### src/rtl/isa_dec_pkg.sv
package isa_dec_pkg;

    // Registered output bundle of the decoder
    typedef struct packed {
        logic mem16;
        logic io16;
        logic mem_rd;
        logic mem_wr;
        logic io_rd;
        logic io_wr;
    } dec_out_t;

    localparam dec_out_t DEC_IDLE = '{default: 1'b0};

endpackage

### src/rtl/isa_mem_match.sv
module isa_mem_match #(
    parameter int          LA_W     = 7,
    parameter int          LA_LSB   = 17,
    parameter logic [6:0]  MEM_BASE = 7'h06
) (
    input  logic [LA_W-1:0] la_hi,
    output logic            win_hit,
    output logic            lo_mb_hit
);
    // number of la_hi bits that sit below the 1 MB boundary
    localparam int LOMB_BITS = 20 - LA_LSB;
    localparam int UP_W      = LA_W - LOMB_BITS;
    localparam logic [LA_W-1:0] BASE = MEM_BASE[LA_W-1:0];
    localparam bit IN_FIRST_MB = (BASE[LA_W-1:LOMB_BITS] == {UP_W{1'b0}});

    // pure address compare, no cycle information
    assign win_hit = (la_hi == BASE);

    generate
        if (IN_FIRST_MB) begin : g_lomb
            assign lo_mb_hit = win_hit;
        end else begin : g_himb
            assign lo_mb_hit = 1'b0;
        end
    endgenerate

endmodule

### src/rtl/isa_io_match.sv
module isa_io_match #(
    parameter int          IO_DEC_BITS = 10,
    parameter int          IO_BLK_LOG2 = 3,
    parameter logic [9:0]  IO_BASE     = 10'h300
) (
    input  logic [IO_DEC_BITS-IO_BLK_LOG2-1:0] sa_hi,
    output logic                               blk_hit
);
    localparam int HI_W = IO_DEC_BITS - IO_BLK_LOG2;
    localparam logic [HI_W-1:0] BASE_HI = IO_BASE[IO_DEC_BITS-1:IO_BLK_LOG2];

    // partial decode: only the low port bits take part
    assign blk_hit = (sa_hi == BASE_HI);

endmodule

### src/rtl/isa_strobe_qual.sv
module isa_strobe_qual
    import isa_dec_pkg::*;
(
    input  logic     win_hit,
    input  logic     lo_mb_hit,
    input  logic     blk_hit,
    input  logic     aen,
    input  logic     ior_n,
    input  logic     iow_n,
    input  logic     smemr_n,
    input  logic     smemw_n,
    input  logic     memr_n,
    input  logic     memw_n,
    output dec_out_t dec_d
);
    logic io_ok;

    always_comb begin
        io_ok        = blk_hit && !aen;
        dec_d        = DEC_IDLE;
        dec_d.mem16  = win_hit;
        dec_d.io16   = blk_hit;
        dec_d.mem_rd = (win_hit && !memr_n) || (lo_mb_hit && !smemr_n);
        dec_d.mem_wr = (win_hit && !memw_n) || (lo_mb_hit && !smemw_n);
        dec_d.io_rd  = io_ok && !ior_n;
        dec_d.io_wr  = io_ok && !iow_n;
    end

endmodule

### src/rtl/isa_width_decoder.sv
module isa_width_decoder
    import isa_dec_pkg::*;
#(
    parameter logic [6:0] MEM_BASE    = 7'h06,
    parameter logic [9:0] IO_BASE     = 10'h300,
    parameter int         IO_DEC_BITS = 10,
    parameter int         IO_BLK_LOG2 = 3,
    parameter int         LA_W        = 7,
    parameter int         LA_LSB      = 17,
    localparam int        SA_HI_W     = IO_DEC_BITS - IO_BLK_LOG2
) (
    input  logic               clk,
    input  logic               rst_n,
    input  logic [LA_W-1:0]    la_hi,
    input  logic [SA_HI_W-1:0] sa_hi,
    input  logic               aen,
    input  logic               ior_n,
    input  logic               iow_n,
    input  logic               smemr_n,
    input  logic               smemw_n,
    input  logic               memr_n,
    input  logic               memw_n,
    output logic               mem16_oe,
    output logic               io16_oe,
    output logic               mem_rd_cs,
    output logic               mem_wr_cs,
    output logic               io_rd_cs,
    output logic               io_wr_cs
);
    logic     win_hit;
    logic     lo_mb_hit;
    logic     blk_hit;
    dec_out_t dec_d;
    dec_out_t dec_q;

    isa_mem_match #(
        .LA_W    (LA_W),
        .LA_LSB  (LA_LSB),
        .MEM_BASE(MEM_BASE)
    ) mem_match_i (
        .la_hi    (la_hi),
        .win_hit  (win_hit),
        .lo_mb_hit(lo_mb_hit)
    );

    isa_io_match #(
        .IO_DEC_BITS(IO_DEC_BITS),
        .IO_BLK_LOG2(IO_BLK_LOG2),
        .IO_BASE    (IO_BASE)
    ) io_match_i (
        .sa_hi  (sa_hi),
        .blk_hit(blk_hit)
    );

    isa_strobe_qual qual_i (
        .win_hit  (win_hit),
        .lo_mb_hit(lo_mb_hit),
        .blk_hit  (blk_hit),
        .aen      (aen),
        .ior_n    (ior_n),
        .iow_n    (iow_n),
        .smemr_n  (smemr_n),
        .smemw_n  (smemw_n),
        .memr_n   (memr_n),
        .memw_n   (memw_n),
        .dec_d    (dec_d)
    );

    always_ff @(posedge clk) begin
        if (!rst_n) dec_q <= DEC_IDLE;
        else        dec_q <= dec_d;
    end

    assign mem16_oe  = dec_q.mem16;
    assign io16_oe   = dec_q.io16;
    assign mem_rd_cs = dec_q.mem_rd;
    assign mem_wr_cs = dec_q.mem_wr;
    assign io_rd_cs  = dec_q.io_rd;
    assign io_wr_cs  = dec_q.io_wr;

endmodule

### config.mk
export PLATFORM = sky130hd
export DESIGN_NAME = isa_width_decoder
export DESIGN_NICKNAME = d
export VERILOG_FILES = /design/src/rtl/isa_dec_pkg.sv /design/src/rtl/isa_mem_match.sv /design/src/rtl/isa_io_match.sv /design/src/rtl/isa_strobe_qual.sv /design/src/rtl/isa_width_decoder.sv
export SDC_FILE = /design/constraint.sdc
export NUM_CORES = 1
export LEC_CHECK = 0
export BUFFER_PORTS_ARGS = -buffer_cell sky130_fd_sc_hd__buf_2
export CAP_MARGIN = 20
export CORE_AREA = 5 5 42 44
export CTS_BUF_LIST = sky130_fd_sc_hd__clkbuf_16
export DETAILED_ROUTE_END_ITERATION = 6
export DIE_AREA = 0 0 47 49
export GPL_TIMING_DRIVEN = 0
export HOLD_SLACK_MARGIN = 0.03
export PLACE_DENSITY = 0.57
export SYNTH_ARGS = -nofsm -noshare
export SYNTH_HDL_FRONTEND = slang
export SYNTH_SLANG_ARGS = --single-unit
### constraint.sdc
create_clock -name clk -period 3.1 [get_ports clk]
set_input_delay 0.93 -clock clk [delete_from_list [all_inputs] [get_ports clk]]
set_output_delay 0.93 -clock clk [all_outputs]
set_load 0.1 [all_outputs]
==> results by group, run 1 <==
Worst setup path
  • Worst path required time: 2170 ps
  • Buffering stage count on the worst path with inverters included: 1
  • Critical path's top delay family: buffers and inverters
  • Endpoint type of the worst setup path: primary output
  • Arrival time of data at the critical path endpoint: 950 ps
  • Largest fanout on the critical path: 1
  • Type of origin of the critical path: flip-flop
  • Worst path slowest cell: sky130_fd_sc_hd__buf_2
  • Largest stage delay on the critical path: 420 ps
  • Cell chain of the critical path: buf_2
  • Worst Path Class, Setup: flip-flop to primary output

Global route
  • Overall Global Routing Usage: 7.546%
  • Vias in the first global route: 255
  • First-pass GRT wire length: 1.145 mm
  • Remaining global-route overflow: 0
  • Maximum number of pins on one net before global-route repair: 4
  • Antenna violations before repair: 0

Synthesis
  • Net count after synthesis: 39
  • Number of distinct library cells after synthesis: 7
  • Cell count after synthesis: 16
  • Sequential fraction of the synthesis area: 60.76%
  • Commonest cells post-synth: 6 x sky130_fd_sc_hd__dfxtp_1, 2 x sky130_fd_sc_hd__a211oi_1, 2 x sky130_fd_sc_hd__nor2_1, 2 x sky130_fd_sc_hd__nor4_1, 2 x sky130_fd_sc_hd__or4b_1
  • Most numerous cell in the Yosys netlist: sky130_fd_sc_hd__dfxtp_1
  • Number of enable flip-flop cells after synthesis: 0
  • Seq cells post-synth: 6
  • Cell area after technology mapping: 197.7 um2
  • Most instantiated flip-flop cell in the synthesis netlist: sky130_fd_sc_hd__dfxtp_1
  • Cell taking the most area after synthesis: sky130_fd_sc_hd__dfxtp_1
  • Yosys warnings: 0
  • Synthesized area per cell: 12.36 um2
  • Async set-or-reset flop fraction in the synthesized netlist: 0%
  • Main area contributors after synthesis: sky130_fd_sc_hd__dfxtp_1 61%, sky130_fd_sc_hd__or4b_1 10%, sky130_fd_sc_hd__a211oi_1 7.6%
  • Area fraction of the dominant cell type after synthesis: 60.76%

Clock network
  • Number of buffers inserted for hold repair after clock tree synthesis: 0
  • Depth of the CTS H-tree: 1
  • CTS buffer count: 3
  • Clock tree from TritonCTS: done
  • CTS Sinks: 6
  • Root buf cell: sky130_fd_sc_hd__clkbuf_16
  • Number of buffers between clock root and the deepest sink: 2
  • Number of buffers inserted to repair setup after CTS: 0
  • Clock transition at the registers of the reported paths: 30 ps
  • Post-CTS sizing: 0

Hold path
  • Count of cells along the worst hold path: 2
  • Worst hold path startpoint: iow_n
  • Class of the most critical hold timing path: input pin to flip-flop
  • Capture endpoint of the worst hold path: io_wr_cs

Floorplanning
  • Number of top-level pins: 29
  • DIE HEIGHT: 49 um
  • Die Footprint: 2303 um2
  • Placement row count: 14
  • Core Box Area: 1401 um2
  • Die W: 47 um
  • Effective utilization at floorplan: 14.11%

Placement
  • Placed Cells incl. Taps: 60
  • Routability Congestion: 0.7197
  • Number of input and output port buffers inserted: 28

Detailed routing
  • Number of vias in the routed layout: 259
  • Via/cell ratio: 4.111
  • DRT Pass-1 Iters: 4
  • Routed wire length: 803 um
  • WL per Instance: 12.75 um
  • Remaining number of nets flagged by the antenna check after routing: 0
  • Violation count after the first detailed-route iteration: 1
  • Remaining DRCs: 0

Run status
  • Run status: finished clean

Flow run
  • # Max-Cap Violations: 0

Cells and area
  • Area growth from synthesis to layout: 119.0%
  • Final layout net count: 72
  • Share of post-route cells with drive strength above 1: 65.96%
  • Post-layout instance count excluding filler cells: 63
  • Number of diodes: 0

STA
  • Worst slew slack as a fraction of its limit: 67.32%
  • Slew Limit Fails: 0
  • Final worst-path cycle share: 60.62%
  • Number of hold-slack violations in the final timing report: 0
  • Shortest clock period the worst path allows after layout: 1879 ps
  • Number of endpoints failing setup at the final stage: 0
  • Summed negative setup slack over all endpoints: 0 ps
  • Fmax: 532.1 MHz
  • Setup repair after global routing missed its margin: no
  • Measured slew at the worst slew-check pin: 493.6 ps

Power
  • Power per standard cell area: 694.8 nW/um2
  • Leakage component of the power: 0.2172 nW
  • Max IR drop VDD: 0.1991 mV
==> through the flow <==
| step | area (um2) | power (mW) | utilization (%) | hold slack (ps) | setup WS (ps) |
|---|---|---|---|---|---|
| 4_1_cts | 432.9 | 0.3041 | 30.89 | 867.4 | 1215 |
| 3_3_place_gp | 357.8 | 0.09734 | 25.54 | 1102 | 1142 |
| 5_1_grt | 432.9 | 0.3105 | 30.89 | 871.1 | 1187 |
| 2_1_floorplan | 197.7 | 0.08301 | - | 1008 | 1261 |
| 3_5_place_dp | 357.8 | 0.09739 | 25.54 | 1102 | 1139 |
| 6_report | 432.9 | 0.3008 | 30.89 | 868.4 | 1221 |
==> power by group <==
group          total (mW)  internal (mW)  switching, mW
combinational      0.0184         0.0114        0.00696
clock               0.204          0.165         0.0393
sequential         0.0780         0.0779      0.0000401
total               0.301          0.254         0.0463
==> how the worst max path moves through the flow <==
stage                    end  cells after the start     start
finish              io_wr_cs                      1  io_wr_cs
global route        mem16_oe                      1  mem16_oe
CTS                 io_wr_cs                      1  io_wr_cs
detailed placement  io_rd_cs                      3  sa_hi[1]
global placement    io_wr_cs                      3  sa_hi[1]
floorplan            io16_oe                      0   io16_oe
==> placed cells by master, fill, tap and decap left out, drive strengths merged <==
master	instances
clkbuf	3
nor2	2
or4b	2
dfxtp	6
buf	28
a211oi	2
nor4	2
or4bb	1
nand4bb	1
==> cell families after synthesis <==
| kind of cell | share of synthesized area (%) |
|---|---|
| DFF | 60.76 |
| AOI/OAI and AO/OA | 7.593 |
| and+or+nand+nor | 31.65 |
==> registers in the layout (all words and copies together) (netlist names) <==
register   flops
io16_oe        1
io_rd_cs       1
io_wr_cs       1
mem16_oe       1
mem_rd_cs      1
mem_wr_cs      1
==> area by class of cell <==
class,instances,area (um2)
timing repair buffer,28,140.1
multi-input combinational,10,77.57
clock buffer,3,75.07
tap,16,20.02
sequential,6,120.1
fill,157,968.4
==> metal layers <==
metal / wire length (um) / GRT usage (%) / vias to the layer above / share of wire [%]
met2: 201 / 6.787 / 33 / 25
met1: 399 / 11.92 / 98 / 50
met3: 186 / 5.166 / 2 / 23
met5: 0 / 0 / - / 0
met4: 16 / 4.147 / 0 / 2.0
li1: - / - / 126 / -
Note: power is estimated with default switching activity, not from simulation.
==> inputs of run 2 (changes only) <==
- PLACE_DENSITY: 0.57 -> 0.59
- clock period: 3.1 -> 1.6 ns (I/O delays scaled with it)
==> run 2 against run 1 <==
Effect of this change: worst hold slack lost 450 ps; via count up 0.77%; setup slack worse by 1000 ps; die area is the same; design area unchanged; global-route usage grew 0.78 points; sequential share of layout area stayed put; first-iteration DRC count did not move.
==> results by group, run 2 (synthesized netlist as in run 1, its figures left out) <==
Run status
  • Run status: finished clean

Cells and area
  • Fillcell total: 163 (+3.8%)
  • Area of all placed cells without fillers: 432.9 um2 (unchanged)
  • Share of post-route cells with drive strength above 1: 65.96% (unchanged)
  • Final layout net count: 72 (unchanged)
  • Leading cell type in the layout, fill and taps excluded: sky130_fd_sc_hd__buf_2
  • Area growth from synthesis to layout: 119.0% (unchanged)
  • Number of diodes: 0 (unchanged)
  • Most frequent cells in the layout: 28 x sky130_fd_sc_hd__buf_2, 6 x sky130_fd_sc_hd__dfxtp_1, 3 x sky130_fd_sc_hd__clkbuf_16

Worst setup path
  • Arrival time of data at the critical path endpoint: 950 ps (about the same)
  • Cell chain of the critical path: buf_2
  • Worst path slowest cell: sky130_fd_sc_hd__buf_2
  • Number of cells on the critical path: 1 (unchanged)
  • Critical path's top delay family: buffers and inverters
  • Buffering stage count on the worst path with inverters included: 1 (unchanged)
  • Type of origin of the critical path: flip-flop
  • Worst Path Class, Setup: flip-flop to primary output
  • Worst path required time: 1120 ps (-1050 ps)
  • Largest fanout on the critical path: 1 (unchanged)
  • Endpoint type of the worst setup path: primary output
  • Largest stage delay on the critical path: 420 ps (about the same)

STA
  • Fmax: 700.0 MHz
  • Shortest clock period the worst path allows after layout: 1429 ps
  • Measured slew at the worst slew-check pin: 489.3 ps (-4.358 ps)
  • Setup repair after global routing missed its margin: no
  • Worst slew slack as a fraction of its limit: 67.61% (+0.29 points)
  • Final worst-path cycle share: 89.29%
  • Summed negative setup slack over all endpoints: 0 ps (unchanged)
  • Number of hold-slack violations in the final timing report: 0 (unchanged)
  • Slew Limit Fails: 0 (unchanged)
  • Number of endpoints failing setup at the final stage: 0 (unchanged)
  • Final Hold Slack: 419.1 ps (-449.3 ps)

Detailed routing
  • Violation count after the first detailed-route iteration: 1 (unchanged)
  • Via/cell ratio: 4.143 (+0.77%)
  • Routed wire length: 841 um (+4.7%)
  • Number of vias in the routed layout: 261 (+0.77%)
  • Remaining number of nets flagged by the antenna check after routing: 0 (unchanged)
  • DRT Pass-1 Iters: 2 (-2)
  • Remaining DRCs: 0 (unchanged)
  • WL per Instance: 13.35 um (+4.7%)

Clock network
  • Clock transition at the registers of the reported paths: 30 ps (about the same)
  • CTS buffer count: 3 (unchanged)
  • Root buf cell: sky130_fd_sc_hd__clkbuf_16
  • Number of buffers inserted for hold repair after clock tree synthesis: 0 (unchanged)
  • Number of buffers between clock root and the deepest sink: 2 (unchanged)
  • Post-CTS sizing: 0 (unchanged)
  • Number of buffers inserted to repair setup after CTS: 0 (unchanged)
  • CTS Sinks: 6 (unchanged)
  • Clock tree from TritonCTS: done
  • Depth of the CTS H-tree: 1 (unchanged)

Placement
  • Number of input and output port buffers inserted: 28 (unchanged)
  • Instance area after placement: 357.8 um2 (unchanged)
  • Routability Congestion: 0.7047 (-2.1%)

Power
  • Total power of the final layout: 0.5819 mW (+93%)
  • Max IR drop VDD: 0.3773 mV (+90%)
  • Part of the total power dissipated in sequential elements: 26.0% (about the same)
  • Power Internal: 0.4929 mW (+94%)
  • Power per standard cell area: 1344 nW/um2 (+93%)
  • Switching power total: 0.08895 mW (+92%)
  • Fraction of power spent switching nets: 15.29% (-0.12 points)
  • Part of the power in the clock network: 68.0% (about the same)
  • Leakage component of the power: 0.2172 nW (unchanged)
  • Power share of the combinational group: 6.1% (about the same)

Floorplanning
  • Placement row count: 14 (unchanged)
  • Number of top-level pins: 29 (unchanged)
  • Core Box Area: 1401 um2 (unchanged)
  • Die W: 47 um (unchanged)
  • Effective utilization at floorplan: 14.11% (unchanged)
  • DIE HEIGHT: 49 um (unchanged)
  • Die Footprint: 2303 um2 (unchanged)

Global route
  • Maximum number of pins on one net before global-route repair: 4 (unchanged)
  • Antenna violations before repair: 0 (unchanged)
  • Vias in the first global route: 284 (+11%)
  • First-pass GRT wire length: 1.214 mm (+6.0%)
  • Remaining global-route overflow: 0 (unchanged)
  • Overall Global Routing Usage: 8.322% (+0.78 points)

Hold path
  • Class of the most critical hold timing path: input pin to flip-flop
  • Count of cells along the worst hold path: 2 (unchanged)

Flow run
  • # Max-Cap Violations: 0 (unchanged)
[run 2: cell counts in the layout (fill, tap and decap cells not counted)]
No cell type changed its count.
[run 2: per-layer routing]
metal  global-route usage (%)  share of wire, %  up-vias
met5                        0                 0        -
met4                    6.912              0.95        0
met3                    6.273                22        2
met2                    7.466                29       29
met1                    11.70                49      104
li1                         -                 -      126
[run 2: worst paths after layout]
path                  start         to  slack [ps]
setup / recovery  mem_rd_cs  mem_rd_cs         170
hold / removal        ior_n   io_rd_cs         420
[run 2: cell type report]
class	count	area (um2)	share of cell area [%]
Clock buffer	3	75.07	17.34
Multi-Input combinational cell	10	77.57	17.92
Sequential cell	6	120.1	27.75
Timing Repair Buffer	28	140.1	32.37
Tap cell	16	20.02	4.624
[run 2: power by group through the flow]
stage | logic (mW) | clock network (mW) | registers (mW)
after floorplan | 0.00509 | 0 | 0.156
after global placement | 0.0355 | 0 | 0.153
after detailed placement | 0.0356 | 0 | 0.153
after CTS | 0.0357 | 0.402 | 0.151
after global routing | 0.0385 | 0.411 | 0.151
final | 0.0353 | 0.395 | 0.151
[run 2: metrics by stage]
| step | setup slack, ps | cells | util [%] |
|---|---|---|---|
| 2_1_floorplan | 211.0 | 16 | - |
| 3_3_place_gp | 97.56 | 60 | 25.54 |
| 3_5_place_dp | 54.80 | 60 | 25.54 |
| 4_1_cts | 161.4 | 63 | 30.89 |
| 5_1_grt | 135.5 | 63 | 30.89 |
| 6_report | 171.4 | 63 | 30.89 |
